--- src/rtl/clb_pkg.sv ---
package clb_pkg;
  localparam int LUT_K  = 4;
  localparam int H_K    = 3;
  localparam int LUT_TT = 1 << LUT_K;
  localparam int H_TT   = 1 << H_K;

  typedef enum logic [1:0] {
    SRC_F   = 2'd0,
    SRC_G   = 2'd1,
    SRC_H   = 2'd2,
    SRC_DIR = 2'd3
  } ff_src_e;

  // Packed from MSB down; f_tt occupies the lowest bits.
  typedef struct packed {
    logic              yq_sr_set;
    logic              yq_sr_use;
    logic              xq_sr_set;
    logic              xq_sr_use;
    logic              yq_ce_use;
    logic              xq_ce_use;
    ff_src_e           yq_src;
    ff_src_e           xq_src;
    logic              y_sel;
    logic              x_sel;
    logic [H_TT-1:0]   h_tt;
    logic [LUT_TT-1:0] g_tt;
    logic [LUT_TT-1:0] f_tt;
  } clb_cfg_t;

  localparam int CFG_W = $bits(clb_cfg_t);
endpackage

--- src/rtl/clb_lut.sv ---
module clb_lut #(
  parameter int K = 4
) (
  input  logic [(1<<K)-1:0] tt,
  input  logic [K-1:0]      sel,
  output logic              out
);
  assign out = tt[sel];
endmodule

--- src/rtl/clb_cfg_chain.sv ---
module clb_cfg_chain #(
  parameter int W = 52
) (
  input  logic         clk,
  input  logic         rst_n,
  input  logic         shift_en,
  input  logic         done,
  input  logic         din,
  output logic [W-1:0] cfg_q,
  output logic         dout
);
  logic [W-1:0] cfg_d;
  logic         shift_ok;

  assign shift_ok = shift_en && !done;

  always_comb begin
    cfg_d = cfg_q;
    if (shift_ok) cfg_d = {din, cfg_q[W-1:1]};
  end

  always_ff @(posedge clk or negedge rst_n) begin
    if (!rst_n)        cfg_q <= '0;
    else if (shift_ok) cfg_q <= cfg_d;
  end

  assign dout = cfg_q[0];

  // serial bit lands on top, rest moves down
  p_shift_in_r8: assert property (@(posedge clk) disable iff (!rst_n)
    (shift_en && !done) |=> (cfg_q[W-1] == $past(din)) && (cfg_q[W-2:0] == $past(cfg_q[W-1:1])));

  // configuration frozen once done
  p_frozen_r10: assert property (@(posedge clk) disable iff (!rst_n)
    done |=> $stable(cfg_q));
endmodule

--- src/rtl/clb_ff.sv ---
module clb_ff (
  input  logic clk,
  input  logic rst_n,
  input  logic done,
  input  logic d,
  input  logic en,
  input  logic sr,
  input  logic ce_use,
  input  logic sr_use,
  input  logic sr_set,
  output logic q
);
  logic q_d;
  logic upd;
  logic sr_hit;

  assign sr_hit = sr_use && sr;

  always_comb begin
    q_d = q;
    upd = 1'b0;
    if (!done) begin
      q_d = 1'b0;
      upd = 1'b1;
    end else if (sr_hit) begin
      q_d = sr_set;
      upd = 1'b1;
    end else if (!ce_use || en) begin
      q_d = d;
      upd = 1'b1;
    end
  end

  always_ff @(posedge clk or negedge rst_n) begin
    if (!rst_n)   q <= 1'b0;
    else if (upd) q <= q_d;
  end

  p_clear_r7: assert property (@(posedge clk) disable iff (!rst_n)
    !done |=> (q == 1'b0));

  p_sr_r6: assert property (@(posedge clk) disable iff (!rst_n)
    (done && sr_hit) |=> (q == $past(sr_set)));

  p_hold_r5: assert property (@(posedge clk) disable iff (!rst_n)
    (done && !sr_hit && ce_use && !en) |=> $stable(q));

  p_load_r4: assert property (@(posedge clk) disable iff (!rst_n)
    (done && !sr_hit && (!ce_use || en)) |=> (q == $past(d)));
endmodule

--- src/rtl/clb_cell.sv ---
module clb_cell
  import clb_pkg::*;
(
  input  logic             clk,
  input  logic             rst_n,
  input  logic             cfg_shift_en,
  input  logic             cfg_din,
  input  logic             cfg_done,
  output logic             cfg_dout,
  input  logic [LUT_K-1:0] f_in,
  input  logic [LUT_K-1:0] g_in,
  input  logic             ctl_h,
  input  logic             ctl_din,
  input  logic             ctl_en,
  input  logic             ctl_sr,
  output logic             x_out,
  output logic             y_out,
  output logic             xq_out,
  output logic             yq_out
);
  logic             rst_meta;
  logic             rst_s;
  logic [CFG_W-1:0] cfg_q;
  clb_cfg_t         cfg;
  logic             f_o;
  logic             g_o;
  logic             h_o;
  logic [1:0]       q_v;
  ff_src_e          src_a   [2];
  logic             ce_a    [2];
  logic             sru_a   [2];
  logic             srs_a   [2];

  // reset asserted asynchronously, released after two clocks
  always_ff @(posedge clk or negedge rst_n) begin
    if (!rst_n) begin
      rst_meta <= 1'b0;
      rst_s    <= 1'b0;
    end else begin
      rst_meta <= 1'b1;
      rst_s    <= rst_meta;
    end
  end

  clb_cfg_chain #(.W(CFG_W)) u_chain (
    .clk      (clk),
    .rst_n    (rst_s),
    .shift_en (cfg_shift_en),
    .done     (cfg_done),
    .din      (cfg_din),
    .cfg_q    (cfg_q),
    .dout     (cfg_dout)
  );

  assign cfg = clb_cfg_t'(cfg_q);

  clb_lut #(.K(LUT_K)) u_lut_f (.tt(cfg.f_tt), .sel(f_in), .out(f_o));
  clb_lut #(.K(LUT_K)) u_lut_g (.tt(cfg.g_tt), .sel(g_in), .out(g_o));
  clb_lut #(.K(H_K))   u_lut_h (.tt(cfg.h_tt), .sel({ctl_h, g_o, f_o}), .out(h_o));

  assign x_out = cfg_done & (cfg.x_sel ? h_o : f_o);
  assign y_out = cfg_done & (cfg.y_sel ? h_o : g_o);

  assign src_a[0] = cfg.xq_src;
  assign src_a[1] = cfg.yq_src;
  assign ce_a[0]  = cfg.xq_ce_use;
  assign ce_a[1]  = cfg.yq_ce_use;
  assign sru_a[0] = cfg.xq_sr_use;
  assign sru_a[1] = cfg.yq_sr_use;
  assign srs_a[0] = cfg.xq_sr_set;
  assign srs_a[1] = cfg.yq_sr_set;

  for (genvar gi = 0; gi < 2; gi++) begin : g_ff
    logic d_sel;
    always_comb begin
      case (src_a[gi])
        SRC_F:   d_sel = f_o;
        SRC_G:   d_sel = g_o;
        SRC_H:   d_sel = h_o;
        default: d_sel = ctl_din;
      endcase
    end

    clb_ff u_ff (
      .clk    (clk),
      .rst_n  (rst_s),
      .done   (cfg_done),
      .d      (d_sel),
      .en     (ctl_en),
      .sr     (ctl_sr),
      .ce_use (ce_a[gi]),
      .sr_use (sru_a[gi]),
      .sr_set (srs_a[gi]),
      .q      (q_v[gi])
    );
  end

  assign xq_out = q_v[0];
  assign yq_out = q_v[1];

  // registered outputs low while reset is held internally
  p_reset_q_r11: assert property (@(posedge clk)
    !rst_s |-> (q_v == 2'b00));
endmodule

--- config.mk ---
export PLATFORM = sky130hd
export DESIGN_NAME = clb_cell
export DESIGN_NICKNAME = d
export VERILOG_FILES = /design/src/rtl/clb_pkg.sv /design/src/rtl/clb_lut.sv /design/src/rtl/clb_cfg_chain.sv /design/src/rtl/clb_ff.sv /design/src/rtl/clb_cell.sv
export SDC_FILE = /design/constraint.sdc
export NUM_CORES = 1
export LEC_CHECK = 0
export ABC_AREA = 1
export BUFFER_PORTS_ARGS = -buffer_cell sky130_fd_sc_hd__buf_2
export CAP_MARGIN = 30
export CELL_PAD_IN_SITES_DETAIL_PLACEMENT = 0
export CELL_PAD_IN_SITES_GLOBAL_PLACEMENT = 1
export CORE_MARGIN = 2
export CORE_UTILIZATION = 24
export DETAILED_ROUTE_END_ITERATION = 7
export GPL_ROUTABILITY_DRIVEN = 0
export HOLD_SLACK_MARGIN = 0.03
export PLACE_DENSITY_LB_ADDON = 0.1
export SLEW_MARGIN = 5
export SYNTH_ARGS = -nofsm -noshare
export SYNTH_HDL_FRONTEND = slang
export SYNTH_SLANG_ARGS = --single-unit
--- constraint.sdc ---
create_clock -name clk -period 2.4 [get_ports clk]
set_input_delay 0.24 -clock clk [delete_from_list [all_inputs] [get_ports clk]]
set_output_delay 0.24 -clock clk [all_outputs]
set_load 0.1 [all_outputs]
==> flow_summary.toml, run 1 <==
[outcome]
status = "finished, final reports clean"

[logic_synthesis]
syn_inst = 327
synth_top_area_share_pct = 52.41
syn-cell-area_sq_um = 2674
synth_compound_area_share_pct = 13.57
synth_edf_count = 0
synth_largest_area_cell = "dfrtp_1"
ys_top_cells_by_area = "dfrtp_1, nand2_1, inv_1"
synthAdderAreaFrac_pct = 0
synth_xor_area_share_pct = 0
synth_nets = 344
synthSimpleGateAreaFrac_pct = 23.40
synth_top_family_by_area = "simple AND/OR/NAND/NOR gates"
synth_mux_area_share_pct = 0.4212
avgSynthCellArea_sq_um = 8.177
ys.warnings.count = 0
synth_seq_area_share_pct = 52.41
synth_cell_types = 24
yosys_most_used_dff = "dfrtp_1"
ys_ff_latch = 56
ys_async_sr_fraction_pct = 100.0

[clocking]
clock-sinks = 56
clock-root-buffer = "clkbuf_8"
path_clk_slew_ns = 0.11
clock_latency_ns = 0.32
cts_buffers = 5
cts_tree = "done"
cts.htree.levels = 2
clk_path_buf_depth = 2

[placement]
place_inst = 481
dp_slack_ns = 0.3045
io_buffer_count = 21
dpl.hpwl_microns = 4416

[worst_setup_path]
worstPathArrival_ns = 1.99
startpoint_type = "register"
crit_required_ns = 2.16
crit_type = "reg2out"
reg2reg_depth = 14
worstPathMaxFanout = 6
crit_path_end_kind = "primary output"

[finish]
diodes = 0
fin_nets = 379
synthToLayoutAreaGrowth_pct = 22.98
drive_above_1_share_pct = 25.34
finalCoreUtilization_pct = 30.33
fin_cells = 503

[timing]
relSlewSlack_pct = 61.95
fin_skew_ns = 0.008340
fin_ws_ns = 0.1716
tightest_slew_ns = 0.5707
fin_tns_setup_ns = 0
finalCritPeriodShare_pct = 92.85
drv_slew = 0
setup_viol = 0
hold_viol = 0
max_freq_mhz = 448.8
finalCriticalPeriod_ns = 2.228

[global_routing]
grt_pass1_vias = 2132
grt_max_degree = 56
grt_antenna_before_repair = 0
grt_pass1_wl_microns = 10620
gr-total-overflow = 0
grt_usage_pct = 11.43

[worst_hold_path]
min_path_cells = 2
hold_path_class = "in2reg"

[detailed_routing]
drt-total-wl_microns = 6212
vias = 2149
drtPass1Iterations = 4
drc_errors = 0
vias_per_cell = 4.272
post_drt_wl_per_cell_microns = 12.35
drt_iter0_drc = 88
ant_nets = 0

[power_and_ir_drop]
ir_drop_mv = 0.2934
cellPowerDensity_nw_per_um2 = 803.6
power_mw = 2.642
p_leak_nw = 1.603

[die]
coreArea_sq_um = 10840
start_util_pct = 24.67
ios = 22
design.die.area_sq_um = 12000
rows = 38
die_w_microns = 109.6
die_h_microns = 109.6

[run]
drv_cap = 0
[cell type report]
type | count | area (sq um)
clock buffers | 5 | 68.82
repair buffers | 41 | 304.0
well taps | 140 | 175.2
fillers | 1192 | 7552
clock inverters | 3 | 42.54
flip-flops and latches | 56 | 1404
multi-input cells | 205 | 1089
inverters | 53 | 205.2
[flip-flops by register name, indices dropped and copies added (netlist names)]
name / count
g_ff.u_ff.q: 2
rst_meta: 1
rst_s: 1
u_chain.cfg_q: 52
[cells by family after synthesis]
kind of cell,Yosys count
and+or+nand+nor,137
buffers and inverters,66
AOI/OAI and AO/OA,66
other,1
muxes,1
DFF,56
[where the power goes]
part | leakage [nW] | switching (mW) | internal [mW]
logic | 0.859 | 0.469 | 0.275
clock network | 0.0541 | 0.328 | 0.310
registers | 0.690 | 0.134 | 1.13
total | 1.60 | 0.931 | 1.71
[stage by stage]
step | instance area [sq um] | hold slack (ns)
2_1_floorplan | 2675 | -0.05559
3_3_place_gp | 2983 | 0.02657
3_5_place_dp | 2983 | 0.02688
4_1_cts | 3104 | 0.1257
5_1_grt | 3288 | 0.1304
6_report | 3288 | 0.1419
[critical path, cell delays in order (launching register included)]
cell,delay [ns]
dfrtp_1,0.39
inv_1,0.07
nand2_1,0.07
nand3_2,0.08
nand3_2,0.10
nand3_4,0.14
nand2_4,0.10
nand2_2,0.09
nand3_2,0.06
nand3_2,0.09
nand2_4,0.06
o211ai_1,0.16
inv_1,0.09
buf_12,0.17
[Yosys cell counts, drive strengths merged, types with 4 or more instances]
library cell  count
buf               4
nand3            37
clkbuf            9
nor2             18
dfrtp            56
a21oi            15
clkinv            4
o21ai            40
o211ai           10
nand2            81
inv              49
[cell usage in the layout, fill, tap and decap left out]
cell type,synthesis,routed
a21oi_1,14,14
a21oi_2,1,1
buf_12,0,3
buf_2,0,19
buf_4,0,17
buf_6,2,1
bufinv_16,0,1
clkbuf_8,0,5
clkinv_1,1,1
clkinv_2,3,4
clkinvlp_4,0,1
conb_1,1,1
dfrtp_1,56,54
dfrtp_2,0,2
dlygate4sd3_1,0,1
inv_1,47,39
inv_2,1,9
inv_4,1,1
mux2_1,1,1
nand2_1,78,72
nand2_2,2,6
nand2_4,1,3
nand3_1,27,18
nand3_2,10,17
nand3_4,0,2
nand4_1,1,1
nor2_1,18,18
o211ai_1,10,10
o21ai_0,31,31
o21ai_1,9,9
o221ai_1,1,1
[routing by layer]
metal | part of all wire, % | vias to the layer above | track usage, %
met5 | 0 | - | 0
met4 | 1.3 | 0 | 3.797
met3 | 3.0 | 8 | 2.727
met1 | 49 | 1010 | 15.29
met2 | 46 | 21 | 18.12
li1 | - | 1110 | -
[worst paths after layout]
path / startpoint / end / slack (ns)
setup / recovery: u_chain.cfg_q[2] / y_out / 0.17
hold / removal: cfg_din / u_chain.cfg_q[51] / 0.14
setup reg to reg: u_chain.cfg_q[2] / g_ff[1].u_ff.q / 0.68
hold reg to reg: rst_s / u_chain.cfg_q[17] / 0.27
max in group asynchronous: rst_s / u_chain.cfg_q[39] / 1.52
min in group asynchronous: rst_n / rst_s / 0.22
[repair_timing]
action,4_1_cts,5_1_grt
resized for setup,0,27
setup endpoints to repair,0,2
hold buffers,1,0
buffers inserted,0,13
hold endpoints to repair,2,0
Note: power is estimated with default switching activity, not from simulation.
==> inputs of run 2 (changes only) <==
==> constraint.sdc (replaced) <==
create_clock -name clk -period 2.4 [get_ports clk]
set_input_delay 0.24 -clock clk [delete_from_list [all_inputs] [get_ports clk]]
set_output_delay 0.24 -clock clk [all_outputs]
set_load 0.005 [all_outputs]
==> run 2 against run 1 <==
Net effect:
- via count decreased by 4.4%
- sequential cell count unchanged
- worst setup slack better by 0.072 ns
- global-route usage decreased by 0.16 points
- final cell count is 2.8% lower
- combinational power is 33% lower
==> flow_summary.toml, run 2 (synthesis results as in run 1) <==
[global_routing]
grt_usage_pct = 11.26
grt_pass1_vias = 2148
gr-total-overflow = 0
grt_max_degree = 36
grt_pass1_wl_microns = 10570
grt_antenna_before_repair = 0

[power_and_ir_drop]
ir_drop_mv = 0.2248
power_mw = 2.309
cellPowerDensity_nw_per_um2 = 760.1
p_leak_nw = 1.498

[worst_setup_path]
critical-path-max-stage-delay_ns = 0.40
reg2reg_depth = 14
crit_required_ns = 2.16
cp_cell_sequence = "inv_1 > nand2_1 > nand3_1 > nand3_2 > nand3_2 > nand2_2 > nand2_1 > nand3_1 > nand3_2 > nand2_2 > o211ai_1 > inv_1 > buf_2"
worstPathMaxFanout = 6
crit_family = "simple AND/OR/NAND/NOR gates"
startpoint_type = "register"
crit_type = "reg2out"
worst-path-stages = 13
cp_common_cell = "nand3_2"
worstPathArrival_ns = 1.92
crit_buf_inv = 3
crit_path_end_kind = "primary output"
slowest_stage = "dfrtp_1"

[timing]
max_freq_mhz = 463.8
fin_tns_setup_ns = 0
drv_slew = 0
rsz0062_at_grt = "false"
finalCritPeriodShare_pct = 89.83
fin_ws_ns = 0.2440
fin_skew_ns = 0.007091
setup_viol = 0
tightest_slew_ns = 0.6644
relSlewSlack_pct = 55.71
hold_viol = 0
finalCriticalPeriod_ns = 2.156

[detailed_routing]
vias = 2054
drc_errors = 0
drt_iter0_drc = 112
vias_per_cell = 4.200
ant_nets = 0
drt-total-wl_microns = 5874
drtPass1Iterations = 4
post_drt_wl_per_cell_microns = 12.01

[die]
coreArea_sq_um = 10840
ios = 22
start_util_pct = 24.67
die_h_microns = 109.6
design.die.area_sq_um = 12000
die_w_microns = 109.6
rows = 38

[clocking]
path_clk_slew_ns = 0.10
cts_tree = "done"
cts_buffers = 5
clock-sinks = 56
cts_setup_buffers = 0
clock_latency_ns = 0.31
clock-root-buffer = "clkbuf_8"
cts.htree.levels = 2
cts_resized = 0
clk_path_buf_depth = 2

[finish]
layout_commonest_cell = "nand2_1"
finalCoreUtilization_pct = 28.02
final-seq-area_sq_um = 1403
diodes = 0
multi_input_area_sq_um = 1006
final_area_sq_um = 3038
regMostFlops = "u_chain.cfg_q"
synthToLayoutAreaGrowth_pct = 13.62
layout_common_cells = "nand2_1, dfrtp_1, inv_1"
drive_above_1_share_pct = 15.76
fillCellCount = 1211
fin_nets = 365
reg_top3 = "u_chain.cfg_q (52), g_ff.u_ff.q (2)"
largest_reg_flops = 52

[worst_hold_path]
min_path_cells = 2
hold_path_class = "in2reg"

[outcome]
status = "finished, final reports clean"

[placement]
io_buffer_count = 21
dp_slack_ns = 0.5037
placed_cell_area_sq_um = 2932
dpl.hpwl_microns = 4320

[run]
drv_cap = 0
## run 2: repair_timing
action,4_1_cts,5_1_grt
setup endpoints to repair,0,1
endpoints found under the hold margin,2,0
hold buffers,1,0
## run 2: layer usage
layer  wire, microns  vias to the layer above  track usage, %
met2            2760                       19           18.69
met4              51                        0           2.712
li1                -                     1078               -
met3             154                        5           2.134
met5               0                        -               0
met1            2909                      952           15.14
## run 2: where the power goes
group          total [mW]  switching [mW]  internal [mW]
Sequential           1.25           0.127           1.13
Clock               0.555           0.318          0.237
Combinational       0.501           0.307          0.194
## run 2: worst register-to-register path, delay by kind of cell (launching register included)
kind | cells | cell delay [ns]
flops | 1 | 0.40
simple gates | 13 | 1.02
buf+inv | 1 | 0.09
## run 2: layout make-up
type	count	area share (%)
clock buffers	6	2.718
clock inverters	2	0.4530
inverters	53	6.755
multi-input cells	205	33.11
flip-flops and latches	56	46.17
well taps	140	5.766
repair buffers	27	5.025
## run 2: path summary, 6_finish.rpt
check	startpoint	to	slack (ns)
worst min-delay path	cfg_din	u_chain.cfg_q[51]	0.15
max in group asynchronous	rst_s	u_chain.cfg_q[11]	1.43
worst max register to register	u_chain.cfg_q[7]	g_ff[1].u_ff.q	0.78
min in group asynchronous	rst_n	rst_s	0.24
worst max-delay path	u_chain.cfg_q[7]	x_out	0.24
worst min register to register	rst_s	u_chain.cfg_q[15]	0.31
## run 2: stage by stage
step,cells,hold slack [ns]
after floorplan,327,-0.05559
after global placement,480,0.02541
after detailed placement,480,0.02739
after CTS,489,0.1339
after global routing,489,0.1433
final,489,0.1503
